[src/rtl/uart_rx_pkg.sv]
// Shared types for the UART receiver.
// Assumes a fixed 8-bit character, which the status layout depends on.
package uart_rx_pkg;
    localparam int DATA_W = 8;

    typedef struct packed {
        logic [DATA_W-1:0] data;
        logic              ferr;
        logic              perr;
    } rx_char_t;

    typedef enum logic [1:0] {ST_IDLE, ST_START, ST_BITS, ST_STOP} rx_state_e;
endpackage

[src/rtl/uart_rx_frame.sv]
// Frame engine: detects the start bit, confirms it at mid-bit, samples the
// data, ninth and stop bits, and emits one character per finished frame.
// Assumes rxd_s is already synchronised and that tick pulses once per
// oversampling period. The mode inputs are captured when the frame begins.
module uart_rx_frame
    import uart_rx_pkg::*;
#(
    parameter int SPB = 16
) (
    input  logic     clk,
    input  logic     rst_n,
    input  logic     tick,
    input  logic     rxd_s,
    input  logic     dbl,
    input  logic     mpc,
    input  logic     par_en,
    input  logic     par_odd,
    output logic     start_ok,
    output logic     done,
    output logic     keep,
    output rx_char_t chr
);
    localparam int CW = $clog2(SPB);
    localparam int BW = $clog2(DATA_W + 1);
    localparam logic [CW-1:0] LAST_N = CW'(SPB - 1);
    localparam logic [CW-1:0] LAST_D = CW'(SPB / 2 - 1);
    localparam logic [CW-1:0] MID_N  = CW'(SPB / 2 - 1);
    localparam logic [CW-1:0] MID_D  = CW'(SPB / 4 - 1);

    rx_state_e         state;
    logic [CW-1:0]     cnt;
    logic [BW-1:0]     bidx;
    logic [DATA_W:0]   shreg;
    logic              dbl_l, mpc_l, pen_l, podd_l;
    logic [CW-1:0]     last, mid;
    logic [BW-1:0]     top_idx;

    // Sample-count limits for the mode captured at frame start.
    always_comb begin
        last    = dbl_l ? LAST_D : LAST_N;
        mid     = dbl_l ? MID_D : MID_N;
        top_idx = (pen_l || mpc_l) ? BW'(DATA_W) : BW'(DATA_W - 1);
    end

    // Frame state machine, advanced on each oversampling tick.
    always_ff @(posedge clk) begin
        if (!rst_n) begin
            state    <= ST_IDLE;
            cnt      <= '0;
            bidx     <= '0;
            shreg    <= '0;
            dbl_l    <= 1'b0;
            mpc_l    <= 1'b0;
            pen_l    <= 1'b0;
            podd_l   <= 1'b0;
            start_ok <= 1'b0;
            done     <= 1'b0;
            keep     <= 1'b0;
            chr      <= '0;
        end else begin
            start_ok <= 1'b0;
            done     <= 1'b0;
            if (tick) begin
                unique case (state)
                    ST_IDLE: if (!rxd_s) begin
                        state <= ST_START;
                        cnt   <= '0;
                        dbl_l <= dbl;
                    end
                    ST_START: if (cnt == mid) begin
                        if (rxd_s) begin
                            state <= ST_IDLE;
                        end else begin
                            state    <= ST_BITS;
                            cnt      <= '0;
                            bidx     <= '0;
                            shreg    <= '0;
                            mpc_l    <= mpc;
                            pen_l    <= par_en && !mpc;
                            podd_l   <= par_odd;
                            start_ok <= 1'b1;
                        end
                    end else begin
                        cnt <= cnt + 1'b1;
                    end
                    ST_BITS: if (cnt == last) begin
                        cnt         <= '0;
                        shreg[bidx] <= rxd_s;
                        bidx        <= bidx + 1'b1;
                        if (bidx == top_idx) state <= ST_STOP;
                    end else begin
                        cnt <= cnt + 1'b1;
                    end
                    ST_STOP: if (cnt == last) begin
                        state    <= ST_IDLE;
                        done     <= 1'b1;
                        chr.data <= shreg[DATA_W-1:0];
                        chr.ferr <= !rxd_s;
                        chr.perr <= pen_l && ((^shreg) ^ podd_l);
                        keep     <= !mpc_l || shreg[DATA_W];
                    end else begin
                        cnt <= cnt + 1'b1;
                    end
                    default: state <= ST_IDLE;
                endcase
            end
        end
    end


    done_after_stop_chk: assert property (@(posedge clk) disable iff (!rst_n)
        done |-> $past(state) == ST_STOP);


    cnt_in_window_chk: assert property (@(posedge clk) disable iff (!rst_n)
        (state == ST_BITS) |-> (cnt <= last));


    glitch_abort_chk: assert property (@(posedge clk) disable iff (!rst_n)
        (tick && state == ST_START && cnt == mid && rxd_s) |=> (state == ST_IDLE && !start_ok));
endmodule

[src/rtl/uart_rx_buf.sv]
// Receive buffer: a DEPTH-entry FIFO of characters with their flags, plus
// one waiting slot for a character that finishes while the FIFO is full.
// Flags overrun when a frame starts while the waiting slot is occupied,
// and discards that frame. A pop in the same cycle is applied first.
// Assumes DEPTH is a power of two.
module uart_rx_buf
    import uart_rx_pkg::*;
#(
    parameter int DEPTH = 2
) (
    input  logic     clk,
    input  logic     rst_n,
    input  logic     start_ok,
    input  logic     frame_end,
    input  logic     keep,
    input  rx_char_t din,
    input  logic     rd,
    output rx_char_t head,
    output logic     avail,
    output logic     ovr
);
    localparam int AW   = (DEPTH > 1) ? $clog2(DEPTH) : 1;
    localparam int CNTW = $clog2(DEPTH + 1);

    rx_char_t        mem [DEPTH];
    rx_char_t        hold;
    logic [AW-1:0]   rd_ptr, wr_ptr;
    logic [CNTW-1:0] cnt;
    logic            hold_v, drop_q, ovr_q;
    logic            pop_ok, hold_move, accept, to_fifo, to_hold, ovr_evt;

    // Route each event: pop first, then the waiting slot, then the new character.
    always_comb begin
        pop_ok    = rd && (cnt != '0);
        hold_move = hold_v && pop_ok;
        accept    = frame_end && keep && !drop_q;
        to_fifo   = accept && !hold_move && ((cnt != CNTW'(DEPTH)) || pop_ok);
        to_hold   = accept && !to_fifo;
        ovr_evt   = start_ok && hold_v && !hold_move;
        wr_ptr    = rd_ptr + AW'(cnt);
    end

    // Storage, pointers, the waiting slot and the overrun flag.
    always_ff @(posedge clk) begin
        if (!rst_n) begin
            for (int i = 0; i < DEPTH; i++) mem[i] <= '0;
            hold   <= '0;
            rd_ptr <= '0;
            cnt    <= '0;
            hold_v <= 1'b0;
            drop_q <= 1'b0;
            ovr_q  <= 1'b0;
        end else begin
            if (pop_ok) rd_ptr <= rd_ptr + 1'b1;
            cnt <= cnt + CNTW'(to_fifo || hold_move) - CNTW'(pop_ok);
            if (hold_move)    mem[wr_ptr] <= hold;
            else if (to_fifo) mem[wr_ptr] <= din;
            if (to_hold) hold <= din;
            hold_v <= to_hold || (hold_v && !hold_move);
            if (ovr_evt)        drop_q <= 1'b1;
            else if (frame_end) drop_q <= 1'b0;
            if (ovr_evt)     ovr_q <= 1'b1;
            else if (pop_ok) ovr_q <= 1'b0;
        end
    end

    assign head  = mem[rd_ptr];
    assign avail = (cnt != '0);
    assign ovr   = ovr_q;


    occupancy_chk: assert property (@(posedge clk) disable iff (!rst_n)
        cnt <= CNTW'(DEPTH));


    head_stable_chk: assert property (@(posedge clk) disable iff (!rst_n)
        (avail && !rd) |=> (head == $past(head)));


    hold_kept_chk: assert property (@(posedge clk) disable iff (!rst_n)
        (hold_v && !hold_move) |-> !to_hold);


    ovr_cause_chk: assert property (@(posedge clk) disable iff (!rst_n)
        $rose(ovr_q) |-> $past(start_ok && hold_v));
endmodule

[src/rtl/uart_rx_top.sv]
// UART receiver top: synchronises the line, holds the two mode bits,
// and joins the frame engine to the receive buffer. It also assembles the
// host status word. Assumes baud_tick pulses at SPB times the bit rate.
module uart_rx_top
    import uart_rx_pkg::*;
#(
    parameter int SPB   = 16,
    parameter int DEPTH = 2
) (
    input  logic        clk,
    input  logic        rst_n,
    input  logic        baud_tick,
    input  logic        rxd,
    input  logic        par_en,
    input  logic        par_odd,
    input  logic        rd_stb,
    input  logic        status_wr,
    input  logic [7:0]  status_wdata,
    output logic [7:0]  rx_data,
    output logic [7:0]  status
);
    logic [1:0] rx_sync;
    logic       mpc_m, dbl_m;
    logic       start_ok, done, keep, avail, ovr;
    rx_char_t   chr, head;

    // Two-flop synchroniser on the serial line, idle high.
    always_ff @(posedge clk) begin
        if (!rst_n) rx_sync <= 2'b11;
        else        rx_sync <= {rx_sync[0], rxd};
    end

    // Mode bits loaded from host writes; error positions are not stored.
    always_ff @(posedge clk) begin
        if (!rst_n) begin
            mpc_m <= 1'b0;
            dbl_m <= 1'b0;
        end else if (status_wr) begin
            mpc_m <= status_wdata[0];
            dbl_m <= status_wdata[1];
        end
    end

    uart_rx_frame #(.SPB(SPB)) u_frame (
        .clk(clk), .rst_n(rst_n), .tick(baud_tick), .rxd_s(rx_sync[1]),
        .dbl(dbl_m), .mpc(mpc_m), .par_en(par_en), .par_odd(par_odd),
        .start_ok(start_ok), .done(done), .keep(keep), .chr(chr)
    );

    uart_rx_buf #(.DEPTH(DEPTH)) u_buf (
        .clk(clk), .rst_n(rst_n), .start_ok(start_ok), .frame_end(done),
        .keep(keep), .din(chr), .rd(rd_stb), .head(head), .avail(avail), .ovr(ovr)
    );

    assign rx_data = avail ? head.data : '0;
    assign status  = {avail, 2'b00, avail & head.ferr, ovr, avail & head.perr, dbl_m, mpc_m};


    wr_zero_chk: assert property (@(posedge clk) disable iff (!rst_n)
        status_wr |-> (status_wdata[7:2] == 6'd0));


    wr_keeps_flags_chk: assert property (@(posedge clk) disable iff (!rst_n)
        (status_wr && !rd_stb && avail) |=> (status[4] == $past(status[4]) && status[2] == $past(status[2])));
endmodule

[config.mk]
export PLATFORM = sky130hd
export DESIGN_NAME = uart_rx_top
export DESIGN_NICKNAME = d
export VERILOG_FILES = /design/src/rtl/uart_rx_pkg.sv /design/src/rtl/uart_rx_frame.sv /design/src/rtl/uart_rx_buf.sv /design/src/rtl/uart_rx_top.sv
export SDC_FILE = /design/constraint.sdc
export NUM_CORES = 1
export LEC_CHECK = 0
export ABC_AREA = 1
export ABC_CLOCK_PERIOD_IN_PS = 3100
export BUFFER_PORTS_ARGS = -buffer_cell sky130_fd_sc_hd__buf_2
export CAP_MARGIN = 20
export CORE_UTILIZATION = 55
export CTS_BUF_LIST = sky130_fd_sc_hd__clkbuf_16
export CTS_CLUSTER_DIAMETER = 80
export DETAILED_ROUTE_END_ITERATION = 10
export GPL_TIMING_DRIVEN = 0
export PLACE_DENSITY = 0.75
export SYNTH_ARGS = -nofsm -noshare
export SYNTH_HDL_FRONTEND = slang
export SYNTH_SLANG_ARGS = --single-unit
[constraint.sdc]
create_clock -name clk -period 3.1 [get_ports clk]
set_input_delay 0 -clock clk [delete_from_list [all_inputs] [get_ports clk]]
set_output_delay 0 -clock clk [all_outputs]
set_load 0.005 [all_outputs]
# ---- Word level (Yosys, flattened, before mapping)
# Memory sizes are Yosys's and may differ from the RTL's. A register that Yosys moved wholly into a read port is not among the register bits.
# Cells that the tools add are included.
dict set report classes {
  addsub 6
  magnitude_cmp 2
  n_mux 47
  eq_ne 14
  reduce_logical 39
  n_bitwise 5
}
# operator count
set op_table {}
lappend op_table {{4-bit 2-to-1 mux} 9}
lappend op_table {{9-bit 2-to-1 mux} 3}
lappend op_table {{10-bit 2-to-1 mux} 2}
lappend op_table {{1-bit 2-to-1 mux} 19}
lappend op_table {{9-bit one-hot mux with 2 select lines} 1}
lappend op_table {{4-bit one-hot mux with 4 select lines} 1}
lappend op_table {{1-bit logical AND} 13}
lappend op_table {{4-bit equality test} 3}
lappend op_table {{2-bit 2-to-1 mux} 6}
lappend op_table {{10-bit OR reduction} 1}
lappend op_table {{9-bit bitwise mux} 1}
lappend op_table {{3-bit AND reduction} 3}
lappend op_table {{9-bit parity} 1}
lappend op_table {{4-bit by 1-bit adder with 4-bit output (second input constant)} 2}
lappend op_table {{8-bit 2-to-1 mux} 1}
lappend op_table {{2-bit by 1-bit != test with 1-bit output (second input constant)} 4}
lappend op_table {{2-bit != test (second input constant)} 4}
lappend op_table {{2-bit one-hot mux with 4 select lines} 1}
lappend op_table {{4-bit one-hot mux with 2 select lines} 1}
lappend op_table {{4-bit AND reduction} 2}
lappend op_table {{2-bit nonzero test} 4}
lappend op_table {{1-bit zero test} 6}
lappend op_table {{6-bit AND reduction} 1}
lappend op_table {{1-bit logical OR} 5}
lappend op_table {{17 further kinds} 19}
dict set report totals {
  ff_bits 56
  n_memories 1
  output_inout_bits 16
  word_cells 139
  inputBits 16
  ramBits 20
}
# name depth width rd rd_clocked_by_memory_dff wr line
set memory_table {}
lappend memory_table {u_buf.mem 2 10 1 1 2 uart_rx_buf.sv:25} ;# rx_char_t mem [DEPTH];

# ---- Longest topological paths before layout
dict set report depth {
  depth_word 13
  mapped_depth 12
  depth_no_buf 12
}

# ---- Hierarchy
# From an unflattened synthesis, not the netlist that was laid out.
dict set report unflattened {
  cells_unflattened 540
  area_unflattened_um2 4022.6
}
# module area_each_um2 cells_per_inst seq_area_each_um2 n_inst
set modules_own_cells {}
lappend modules_own_cells {uart_rx_frame 1935.6 284 720.7 1}
lappend modules_own_cells {uart_rx_buf 1819.2 210 940.9 1}
lappend modules_own_cells {uart_rx_top 267.8 46 80.1 1}

# ---- Least setup slack after synthesis
# No wires, ideal clock.
dict set report synth_timing {
  path_kind {register to register}
  startpoint {reg u_buf.cnt[1]}
  endpoint {mem u_buf.mem[0][0] (netlist bit), enable pin}
  setup_ns 0.340
  n_path_buf 1
  required_ns 2.760
  path_slack_ns 1.388
  path_stages_with_launch 10
  arrival_ns 1.372
  synth_period_minus_slack_ns 1.712
  cell_sequence {dfxtp_1 > inv_1 > nand2_2 > nand2_1 > nor2_1 > inv_1 > a21oi_1 > nand2_1 > buf_2 > nand2_1}
}
# element line
set synth_rtl {}
lappend synth_rtl {{start, declared} uart_rx_buf.sv:28} ;# logic [CNTW-1:0] cnt;
lappend synth_rtl {{start signal, assigned} uart_rx_buf.sv:55} ;# cnt <= cnt + CNTW'(to_fifo || hold_move) - CNTW'(pop_ok);
lappend synth_rtl {{end, declared} uart_rx_buf.sv:25}

==> results.rst <==
.. list-table::
   :header-rows: 1

   * - Metric
     - Value
   * - Core box area
     - 0.00649 mm2
   * - Layout cell share with drive strength beyond 1
     - around 14%
   * - HPWL reported at the end of detailed placement
     - roughly 5700 um
   * - 1st-pass router iterations
     - 8
   * - Clock tree from TritonCTS
     - built
   * - Hold Crit Class
     - input port to flip-flop
   * - Antenna violation net count after detailed routing
     - 0
   * - Pwr/cell area
     - 504 mW/mm2
   * - Vertical die dimension
     - between 80 and 90 um
   * - Unrepaired setup endpoints after global routing
     - no
   * - Rel. slew slack
     - between 60% and 70%
   * - Sinks on the clock net
     - between 70 and 80
   * - Required time of the worst setup path
     - roughly 3 ns
   * - Final critical-path required period
     - 2.05 ns
   * - Initial detailed-routing violation count
     - 240
   * - Combined global-route utilization of all metal layers
     - between 20% and 30%
   * - Most frequent cell after synthesis
     - sky130_fd_sc_hd__nand2_1
   * - Delay contributed by the slowest stage of the critical path
     - 0.37 ns
   * - Count of endpoints failing hold in the final timing report
     - 0
   * - Initial core utilization
     - 58.3%
   * - Chip Width
     - between 80 and 90 um
   * - Total Wirelength
     - roughly 8000 um
   * - Seq/Total Area, Yosys
     - ~46%
   * - Post-route cell area
     - roughly 0.0044 mm2
   * - Number of buffers added to fix hold violations after cts
     - 9
   * - VDD IR-drop max
     - 269 uV
   * - Fillers
     - ~540
   * - Number of synthesized flops with an enable pin
     - 20
   * - Maximum buffer depth of the clock tree
     - 2
   * - Most used DFF post-synth
     - sky130_fd_sc_hd__dfxtp_1
   * - Cell row count
     - 29
   * - Grt ovf
     - 0
   * - Cell area after technology mapping
     - roughly 0.0038 mm2
   * - Proportion of register bits with asynchronous set or reset after synthesis
     - 0%
   * - Clock latency on the worst-skew pair
     - ~0.34 ns
   * - Vias in the first global route
     - 3104
   * - Final worst path period share
     - approximately 66%
   * - Io pins
     - 32
   * - Gate family responsible for the most delay along the worst path
     - simple AND/OR/NAND/NOR gates
   * - Die area
     - between 0.007 and 0.008 mm2
   * - N_diodes
     - 0
   * - Clk pin slew, worst setup/hold paths
     - around 0.060 ns
   * - Worst path setup slack after routing
     - roughly 1.1 ns
   * - CP Class
     - flip-flop to flip-flop
   * - Worst Setup Slack post-DPL
     - approximately 1.1 ns
   * - Post-route clock skew
     - around 0.0080 ns
   * - Count of instances resized after the clock tree is built
     - 0
   * - GP Congestion
     - 0.891
   * - Violated checks
     - design-rule violations
   * - Post-CTS setup buffers
     - 0
   * - Top cells by area in the synthesized netlist
     - sky130_fd_sc_hd__dfxtp_1, sky130_fd_sc_hd__edfxtp_1, sky130_fd_sc_hd__nand2_1, sky130_fd_sc_hd__a21oi_1, sky130_fd_sc_hd__o21ai_0
   * - Post-place instance area
     - 0.00400 mm2
   * - Portion of synthesized cell area occupied by the leading cell type
     - a little under a third
   * - Critical Path End Type
     - flip-flop
   * - Bufs and invs on worst path
     - 2
   * - Number of antenna violations at the first check in global routing
     - 0
   * - Most frequent cells after synthesis
     - sky130_fd_sc_hd__nand2_1, sky130_fd_sc_hd__dfxtp_1, sky130_fd_sc_hd__inv_1
   * - Via density per instance
     - ~5.3
   * - Total number of vias
     - approximately 3300
   * - Kind of start point of the critical path
     - flip-flop
   * - Distinct cell type count after synthesis
     - 36
   * - Number of buffers inserted during clock tree synthesis
     - 9
   * - Number of levels the H-tree was split into
     - 3
   * - Slew @ Worst Pin
     - between 0.5 and 0.6 ns
   * - Detailed-route DRC error count
     - 4
   * - Cell occurring most often along the worst timing path
     - sky130_fd_sc_hd__nand2_1
   * - Average wire per standard cell
     - 13.2 um
   * - Clock root buffer master
     - sky130_fd_sc_hd__clkbuf_16
   * - Leakage power figure
     - 1.75 nW
   * - Largest driver fanout on the critical path
     - 10
   * - # nets final
     - roughly 560
   * - Wire length of the first global-routing pass
     - 14000 um
   * - Final TNS setup
     - 0 ns
   * - Status
     - complete, but fails checks
   * - Ordered list of cells on the worst path
     - inv_1 -> nand2_2 -> nand2_1 -> nand3_1 -> nand2_1 -> a21oi_1 -> nand2_1 -> buf_2 -> nand2_1
   * - Total of flip-flops plus latches after synthesis
     - a little under 80
   * - Number of pins exceeding their max-slew limit in the final report
     - 0
   * - Slowest cell on crit path
     - sky130_fd_sc_hd__dfxtp_1
   * - Max-cap violations
     - 0
   * - Area growth from synthesis to final layout
     - 15.0%
   * - Mean post-synth cell area
     - between 7 and 8 um2
   * - Yosys warning count
     - 0
   * - Largest net degree at the start of global routing
     - 14
   * - Synthesized instance count
     - roughly 500
   * - Number of port buffers
     - 22
   * - Dominant cell type by area after synthesis
     - sky130_fd_sc_hd__dfxtp_1
   * - Achievable Freq
     - 489 MHz
   * - Setup violators final
     - 0
   * - Arrival time of the worst setup path
     - about 2.0 ns
## power by group
part	internal, mW	switching [mW]
Combinational	0.0674	0.104
Sequential	1.05	0.0144
Clock	0.534	0.418
Total	1.66	0.537
## per-layer routing
metal,global-route usage [%],vias up,wire length (um)
met5,0,-,0
met2,41.6,75,3870
met4,6.63,0,102
met3,7.78,12,484
li1,-,1699,-
met1,30.7,1526,3720
## path summary, 6_finish.rpt
check | end | start | slack, ns | cells past startpoint
max | u_buf.mem[1][5] | u_buf.cnt[1] | 1.05 | 9
min | u_buf.hold_v | rd_stb | 0.06 | 4
max reg2reg | u_buf.mem[1][5] | u_buf.cnt[1] | 1.05 | 9
min reg2reg | rx_sync[1] | rx_sync[0] | 0.43 | 1
## final cells by class
type / instances / area (um2) / share of cell area [%]
sequential: 77 / 1740 / 40.0
multi-input combinational: 331 / 1650 / 37.9
inverter: 63 / 241 / 5.54
clock buffer: 9 / 225 / 5.17
timing repair buffer: 31 / 200 / 4.60
buffer: 25 / 155 / 3.56
tap: 77 / 96.3 / 2.21
clock inverter: 7 / 43.8 / 1.01
## cell families (layout without fill, tap and decap cells)
group           after synthesis  in the layout  synth area share [%]
compound gates              120            120                  16.9
other cells                   1              2                0.0990
fa+ha+maj                     7              7                  2.31
flops                        77             77                  46.0
simple gates                198            198                  23.3
xor+xnor                      4              4                 0.925
buf+inv                      88            135                  10.5
## state kept, by name, summed over array words and instances (netlist names), 2 cells and up, named ones only
signal         count
u_buf.mem         20
u_frame.chr       10
u_frame.bidx       4
u_buf.cnt          2
rx_sync            2
u_buf.hold        10
u_frame.cnt        4
u_frame.shreg      9
## per-stage QoR
| stage | hold slack [ns] | power, mW | cells | utilization (%) |
|---|---|---|---|---|
| CTS | 0.0599 | 2.20 | 620 | 67.1 |
| detailed placement | 0.209 | 1.25 | 595 | 61.5 |
| global route | 0.0882 | 2.27 | 620 | 67.1 |
| floorplan | 0.107 | 1.20 | 496 | - |
| global placement | 0.199 | 1.25 | 595 | 61.5 |
| finish | 0.0611 | 2.19 | 620 | 67.1 |
## tightest hold or removal path, stage by stage
cell	delay (ns)
sky130_fd_sc_hd__buf_2	0.07
sky130_fd_sc_hd__nand2_1	0.13
sky130_fd_sc_hd__nand2_1	0.09
sky130_fd_sc_hd__a21oi_1	0.06
## cells in the final DEF, fill, tap and decap left out, types with 3 or more instances in the layout
cell type,count
sky130_fd_sc_hd__a21oi_1,56
sky130_fd_sc_hd__a21oi_2,3
sky130_fd_sc_hd__buf_2,28
sky130_fd_sc_hd__buf_4,9
sky130_fd_sc_hd__clkbuf_1,8
sky130_fd_sc_hd__clkbuf_16,9
sky130_fd_sc_hd__clkinvlp_4,4
sky130_fd_sc_hd__dfxtp_1,57
sky130_fd_sc_hd__dlygate4sd3_1,9
sky130_fd_sc_hd__edfxtp_1,20
sky130_fd_sc_hd__ha_1,7
sky130_fd_sc_hd__inv_1,58
sky130_fd_sc_hd__inv_2,3
sky130_fd_sc_hd__nand2_1,101
sky130_fd_sc_hd__nand2_2,4
sky130_fd_sc_hd__nand3_1,24
sky130_fd_sc_hd__nand3_2,7
sky130_fd_sc_hd__nor2_1,45
sky130_fd_sc_hd__nor4_1,8
sky130_fd_sc_hd__o21ai_0,56
No activity file was read; power rests on OpenSTA's default activity.
